<file path="src/rtl/lit_timer_pkg.sv">
package lit_timer_pkg;

   localparam logic [7:0] IDX_CTRL = 8'h32;
   localparam logic [7:0] IDX_INIT = 8'h38;
   localparam logic [7:0] IDX_CUR  = 8'h39;
   localparam logic [7:0] IDX_DIV  = 8'h3E;

   localparam int VEC_W    = 8;
   localparam int STAT_BIT = 12;
   localparam int MASK_BIT = 16;
   localparam int MODE_LSB = 17;

   typedef enum logic [1:0] {
      MODE_ONCE   = 2'd0,
      MODE_REPEAT = 2'd1,
      MODE_STAMP  = 2'd2,
      MODE_RSVD   = 2'd3
   } tmr_mode_e;

   // Compressed divide code {b3,b1,b0} maps to log2(ratio) as code+1 mod 8.
   function automatic logic [2:0] div_shift(input logic [2:0] code3);
      return code3 + 3'd1;
   endfunction

endpackage

</file>
<file path="src/rtl/lit_prescaler.sv">
module lit_prescaler #(
   parameter int SHIFT_W     = 3,
   parameter int RESET_SHIFT = 1
) (
   input  logic               clk,
   input  logic               rst_n,
   input  logic               run,
   input  logic               restart,
   input  logic [SHIFT_W-1:0] shift_req,
   output logic               tick
);
   localparam int PRE_W = (1 << SHIFT_W) - 1;

   logic [SHIFT_W-1:0] shift_act;
   logic [PRE_W-1:0]   pcnt;
   logic [PRE_W:0]     lim_full;

   assign lim_full = ((PRE_W+1)'(1) << shift_act) - (PRE_W+1)'(1);
   assign tick     = run && (pcnt == lim_full[PRE_W-1:0]);

   always_ff @(posedge clk or negedge rst_n) begin
      if (!rst_n) begin
         pcnt      <= '0;
         shift_act <= SHIFT_W'(RESET_SHIFT);
      end else if (restart || !run || tick) begin
         pcnt      <= '0;
         shift_act <= shift_req;
      end else begin
         pcnt <= pcnt + PRE_W'(1);
      end
   end
endmodule

</file>
<file path="src/rtl/lit_down_counter.sv">
module lit_down_counter #(
   parameter int CNT_W = 32
) (
   input  logic             clk,
   input  logic             rst_n,
   input  logic             load,
   input  logic [CNT_W-1:0] load_val,
   input  logic             tick,
   input  logic             repeat_en,
   input  logic [CNT_W-1:0] reload_val,
   output logic [CNT_W-1:0] count,
   output logic             running,
   output logic             expire
);
   assign expire = running && tick && (count == CNT_W'(1));

   always_ff @(posedge clk or negedge rst_n) begin
      if (!rst_n) begin
         count   <= '0;
         running <= 1'b0;
      end else if (load) begin
         count   <= load_val;
         running <= |load_val;
      end else if (expire) begin
         if (repeat_en) begin
            count <= reload_val;
         end else begin
            count   <= '0;
            running <= 1'b0;
         end
      end else if (running && tick) begin
         count <= count - CNT_W'(1);
      end
   end
endmodule

</file>
<file path="src/rtl/lit_irq_stage.sv">
module lit_irq_stage #(
   parameter int VEC_W      = 8,
   parameter bit REGISTERED = 1'b1
) (
   input  logic             clk,
   input  logic             rst_n,
   input  logic             expire,
   input  logic             mask,
   input  logic [VEC_W-1:0] vector,
   input  logic             ack,
   output logic             irq_valid,
   output logic [VEC_W-1:0] irq_vec,
   output logic             pending
);
   logic fire;
   assign fire = expire && !mask;

   always_ff @(posedge clk or negedge rst_n) begin
      if (!rst_n)      pending <= 1'b0;
      else if (fire)   pending <= 1'b1;
      else if (ack)    pending <= 1'b0;
   end

   if (REGISTERED) begin : g_reg
      always_ff @(posedge clk or negedge rst_n) begin
         if (!rst_n) begin
            irq_valid <= 1'b0;
            irq_vec   <= '0;
         end else begin
            irq_valid <= fire;
            irq_vec   <= vector;
         end
      end
   end else begin : g_comb
      assign irq_valid = fire;
      assign irq_vec   = vector;
   end
endmodule

</file>
<file path="src/rtl/lit_countdown_timer.sv">
module lit_countdown_timer
   import lit_timer_pkg::*;
#(
   parameter int ADDR_W         = 8,
   parameter int CNT_W          = 32,
   parameter bit IRQ_REGISTERED = 1'b1
) (
   input  logic              clk,
   input  logic              rst_n,
   input  logic              wr_en,
   input  logic [ADDR_W-1:0] addr,
   input  logic [31:0]       wr_data,
   output logic [31:0]       rd_data,
   input  logic              ack,
   output logic              irq_valid,
   output logic [7:0]        irq_vector
);
   localparam int SHIFT_W = 3;

   if (ADDR_W < 6) begin : g_bad_addr
      $error("ADDR_W too small for the register indices");
   end
   if (CNT_W < 2 || CNT_W > 32) begin : g_bad_cnt
      $error("CNT_W must lie in 2..32");
   end

   logic [VEC_W-1:0] vec_q;
   logic             mask_q;
   tmr_mode_e        mode_q;
   logic [2:0]       div_q;
   logic [CNT_W-1:0] init_q;
   logic [CNT_W-1:0] cur_cnt;
   logic             cnt_running;
   logic             expire;
   logic             tick;
   logic             pend_q;
   logic             sel_ctrl, sel_init, sel_cur, sel_div;
   logic             init_wr;

   assign sel_ctrl = (addr == ADDR_W'(IDX_CTRL));
   assign sel_init = (addr == ADDR_W'(IDX_INIT));
   assign sel_cur  = (addr == ADDR_W'(IDX_CUR));
   assign sel_div  = (addr == ADDR_W'(IDX_DIV));
   assign init_wr  = wr_en && sel_init;

   always_ff @(posedge clk or negedge rst_n) begin
      if (!rst_n) begin
         vec_q  <= '0;
         mask_q <= 1'b1;
         mode_q <= MODE_ONCE;
         div_q  <= '0;
         init_q <= '0;
      end else if (wr_en) begin
         if (sel_ctrl) begin
            vec_q  <= wr_data[VEC_W-1:0];
            mask_q <= wr_data[MASK_BIT];
            mode_q <= tmr_mode_e'(wr_data[MODE_LSB +: 2]);
         end
         if (sel_div)  div_q  <= {wr_data[3], wr_data[1:0]};
         if (sel_init) init_q <= wr_data[CNT_W-1:0];
      end
   end

   always_comb begin
      rd_data = '0;
      if (sel_ctrl) begin
         rd_data[VEC_W-1:0]      = vec_q;
         rd_data[STAT_BIT]       = pend_q;
         rd_data[MASK_BIT]       = mask_q;
         rd_data[MODE_LSB +: 2]  = mode_q;
      end else if (sel_init) begin
         rd_data[CNT_W-1:0] = init_q;
      end else if (sel_cur) begin
         rd_data[CNT_W-1:0] = cur_cnt;
      end else if (sel_div) begin
         rd_data[3]   = div_q[2];
         rd_data[1:0] = div_q[1:0];
      end
   end

   lit_prescaler #(
      .SHIFT_W     (SHIFT_W),
      .RESET_SHIFT (1)
   ) u_pre (
      .clk       (clk),
      .rst_n     (rst_n),
      .run       (cnt_running),
      .restart   (init_wr),
      .shift_req (div_shift(div_q)),
      .tick      (tick)
   );

   lit_down_counter #(
      .CNT_W (CNT_W)
   ) u_cnt (
      .clk        (clk),
      .rst_n      (rst_n),
      .load       (init_wr),
      .load_val   (wr_data[CNT_W-1:0]),
      .tick       (tick),
      .repeat_en  (mode_q == MODE_REPEAT),
      .reload_val (init_q),
      .count      (cur_cnt),
      .running    (cnt_running),
      .expire     (expire)
   );

   lit_irq_stage #(
      .VEC_W      (VEC_W),
      .REGISTERED (IRQ_REGISTERED)
   ) u_irq (
      .clk       (clk),
      .rst_n     (rst_n),
      .expire    (expire),
      .mask      (mask_q),
      .vector    (vec_q),
      .ack       (ack),
      .irq_valid (irq_valid),
      .irq_vec   (irq_vector),
      .pending   (pend_q)
   );
endmodule

</file>
<file path="config.mk">
export PLATFORM = sky130hd
export DESIGN_NAME = lit_countdown_timer
export DESIGN_NICKNAME = d
export VERILOG_FILES = /design/src/rtl/lit_timer_pkg.sv /design/src/rtl/lit_prescaler.sv /design/src/rtl/lit_down_counter.sv /design/src/rtl/lit_irq_stage.sv /design/src/rtl/lit_countdown_timer.sv
export SDC_FILE = /design/constraint.sdc
export NUM_CORES = 1
export LEC_CHECK = 0
export ABC_AREA = 1
export BUFFER_PORTS_ARGS = -buffer_cell sky130_fd_sc_hd__buf_2
export CAP_MARGIN = 20
export CORE_UTILIZATION = 63
export CTS_CLUSTER_SIZE = 16
export DETAILED_ROUTE_END_ITERATION = 10
export HOLD_SLACK_MARGIN = 0.06
export PLACE_DENSITY_LB_ADDON = 0.1
export SKIP_LAST_GASP = 1
export SYNTH_ARGS = -nofsm -noshare
export SYNTH_HDL_FRONTEND = slang
export SYNTH_SLANG_ARGS = --single-unit
</file>
<file path="constraint.sdc">
create_clock -name clk -period 4 [get_ports clk]
set_input_delay 0.2 -clock clk [delete_from_list [all_inputs] [get_ports clk]]
set_output_delay 0.2 -clock clk [all_outputs]
set_load 0.02 [all_outputs]
</file>
==> run summary <==
crit-path max FO = 13
Pwr Density = 498 nW/um2
status = finished, final reports clean
Final Hold Fails = 0
crit path capture type = primary output
wire per inst = 15.1 um
total CTS buffers = 9
GR Util All Layers = 34.8%
First-pass DRT Iterations = 6
Startpoint Class = primary input
ant diodes = 0
logic gate share of total power = 45.4%
setup TNS = 0 ps
final setup fails = 0
Clock transition at path regs = 110 ps
I/O Buffers = 84
CP Data Required Time = 3800 ps
RSZ-0062 raised after global routing = no
Via Count = 6,366
Syn. warnings = 0
Clock Skew = 14.5 ps
Die X = 104 um
worst hold slack = 73.3 ps
Cell Rows = 36
maximum vdd drop = 0.371 mV
global placer's final weighted congestion = 0.935
final core occ = 74.4%
Area Growth Syn to Fin = 13.1%
Post-DRT Antenna Nets = 0
antenna violations before repair = 0
Max Root-Sink Buffers = 2
Mapped Area = 6520 um2
Slew headroom = 21.3%
TritonCTS Sinks = 99
worst setup path category = in2out
H-tree depth = 3
switching fraction of total power = 46.3%
max_cap viols = 0
Area after DPL = 6970 um2
fin crit share = 65.4%
R2R cell count = 9
syn_nets = 999
root buf cell = clkbuf_8
Worst Hold Path Cells = 3
Worst-Margin Slew = 1180 ps
Boundary Pins = 85
Detailed Route WL = 17.7 mm
Pleak = 4.08 nW
Die Y = 104 um
CTS tree = built
post-DP HPWL = 12.0 mm
starting DRC count in detailed routing = 608
Pwr Total = 3.67 mW
first-pass GRT wire length = 29.6 mm
Synth Register Bits = 99
Hold WC Path Type = in2reg
grt total ovfl = 0
vias in the first global route = 6,010
largest net degree at the start of global routing = 79
Min Clock Period, post-route = 2610 ps
Via density = 5.42
Netlist cell types = 35
Flop pwr share = 37.2%
Worst-Skew Late Latency = 400 ps
CP arrival = 2410 ps
P_sw = 1.70 mW
fin nets = 1,085
post-synthesis cell count = 951
Fmax = 382 MHz
DRC viols = 0
design area = 7370 um2
Die Footprint = 10,800 um2
sequential area share after synthesis = 38.1%
share of layout cells above drive strength 1 = 16.9%
syn_area_per_cell = 6.85 um2
Initial Utilization = 65.8%
core footprint = 9910 um2
Clk pwr share = 17.4%
Pins Over Slew Limit = 0
internal power = 1.97 mW
==> cells by family after synthesis <==
family / count (synthesis) / share of synthesized area (%)
DFF: 99 / 38.1
buffers and inverters: 169 / 10.9
adders and majority gates: 4 / 0.768
xor gates and xnor gates: 31 / 4.17
and+or+nand+nor: 572 / 39.4
AOI/OAI and AO/OA: 76 / 6.72
==> per-layer routing <==
metal  GRT usage [%]  share of wire, %  up-vias  wire length, um
met4            11.5               1.9        0              333
met2            55.0                46      311             8130
li1                -                 -     3145                -
met5               0                 0        -                0
met3            6.17               8.5       27             1510
met1            48.7                44     2883             7760
==> cell usage in the layout, fill, tap and decap left out, types with 3 or more instances in the layout <==
cell	count
nand3_1	68
nand4_1	5
dlygate4sd3_1	19
nor3_1	34
clkbuf_8	10
o221ai_1	6
nor2_1	110
nand2_1	286
nand2_2	9
inv_2	5
o211ai_1	3
nor3_2	3
ha_1	4
nor4_1	8
clkinv_1	18
inv_1	109
buf_2	83
o21ai_1	5
nor2_4	6
nor2_2	34
o22ai_1	19
dfrtp_1	97
buf_4	8
xor2_1	29
a21oi_1	4
o21ai_0	38
==> power groups by stage <==
stage | logic (mW) | clock network [mW] | registers [mW]
2_1_floorplan | 1.30 | 0 | 1.32
3_3_place_gp | 1.59 | 0 | 1.37
3_5_place_dp | 1.61 | 0 | 1.37
4_1_cts | 1.64 | 0.654 | 1.36
5_1_grt | 1.90 | 0.689 | 1.38
6_report | 1.67 | 0.640 | 1.37
==> what timing repair did <==
item                                   CTS  global route
gates resized for setup                  0             0
endpoints found under the hold margin   93             0
buffers inserted                         0             0
hold buffers                            19             0
==> flip-flops by register name, summed over array words and instances, names as in the netlist <==
name,count
div_q,3
init_q,32
mask_q,1
mode_q,2
u_cnt.count,32
u_cnt.running,1
u_irq.irq_valid,1
u_irq.irq_vec,8
u_irq.pending,1
u_pre.pcnt,7
u_pre.shift_act,3
vec_q,8
==> through the flow <==
stage                     setup WS, ps  std cells
after floorplan                   2350        951
after global placement            1420       1138
after detailed placement          1480       1139
after CTS                         1480       1174
after global routing              1270       1175
final                             1390       1175
==> cell type report <==
| class | count | area [um2] |
|---|---|---|
| clock buffers | 10 | 138 |
| clock inverters | 6 | 47.5 |
| fillers | 812 | 2540 |
| inverters | 132 | 495 |
| multi-input cells | 683 | 3330 |
| flip-flops and latches | 99 | 2480 |
| well taps | 133 | 166 |
| repair buffers | 112 | 713 |
==> synthesized netlist by cell type <==
| cell | instances | area share (%) |
|---|---|---|
| o211ai_1 | 3 | 0.35 |
| clkinv_1 | 18 | 1.0 |
| dfstp_2 | 2 | 0.81 |
| nor2_4 | 6 | 1.0 |
| nor2_2 | 34 | 3.3 |
| nand3_4 | 2 | 0.54 |
| o221ai_1 | 6 | 0.81 |
| xor2_1 | 29 | 3.9 |
| nand3_1 | 68 | 5.2 |
| xnor2_1 | 2 | 0.27 |
| nand4_4 | 1 | 0.33 |
| a21oi_1 | 4 | 0.31 |
| nand3_2 | 2 | 0.31 |
| clkbuf_1 | 20 | 1.2 |
| nor3b_1 | 2 | 0.23 |
| o21ai_2 | 1 | 0.13 |
| o21ai_0 | 38 | 2.9 |
| buf_2 | 8 | 0.61 |
| o22ai_1 | 19 | 1.8 |
| nand2_2 | 9 | 0.86 |
| nand2_1 | 286 | 16 |
| inv_1 | 109 | 6.3 |
| o21ai_1 | 5 | 0.38 |
| buf_4 | 1 | 0.12 |
| nor3_1 | 34 | 2.6 |
| nor4_1 | 8 | 0.77 |
| dfrtp_1 | 97 | 37 |
| inv_2 | 5 | 0.29 |
| nor3_2 | 3 | 0.46 |
| nor2_8 | 1 | 0.31 |
| buf_6 | 8 | 1.4 |
| ha_1 | 4 | 0.77 |
| nor2_1 | 110 | 6.3 |
| nand4_1 | 5 | 0.48 |
| nor3b_2 | 1 | 0.19 |
==> critical path, stage by stage <==
cell     delay [ps]
buf_2           100
inv_2            50
nand2_1          80
nor3_2          610
nand2_1         580
buf_4           380
o22ai_1         190
buf_2           210
==> final timing paths <==
| check | slack [ps] | start | end |
|---|---|---|---|
| max | 1390 | addr[2] | rd_data[31] |
| min | 70 | wr_data[18] | mode_q[1] |
| max reg2reg | 1460 | u_cnt.count[9] | u_cnt.count[15] |
| min reg2reg | 410 | vec_q[2] | u_irq.irq_vec[2] |
| max in group asynchronous | 3020 | rst_n | init_q[11] |
| min in group asynchronous | 310 | rst_n | u_pre.pcnt[0] |
Power figures use the tool's default switching activity.
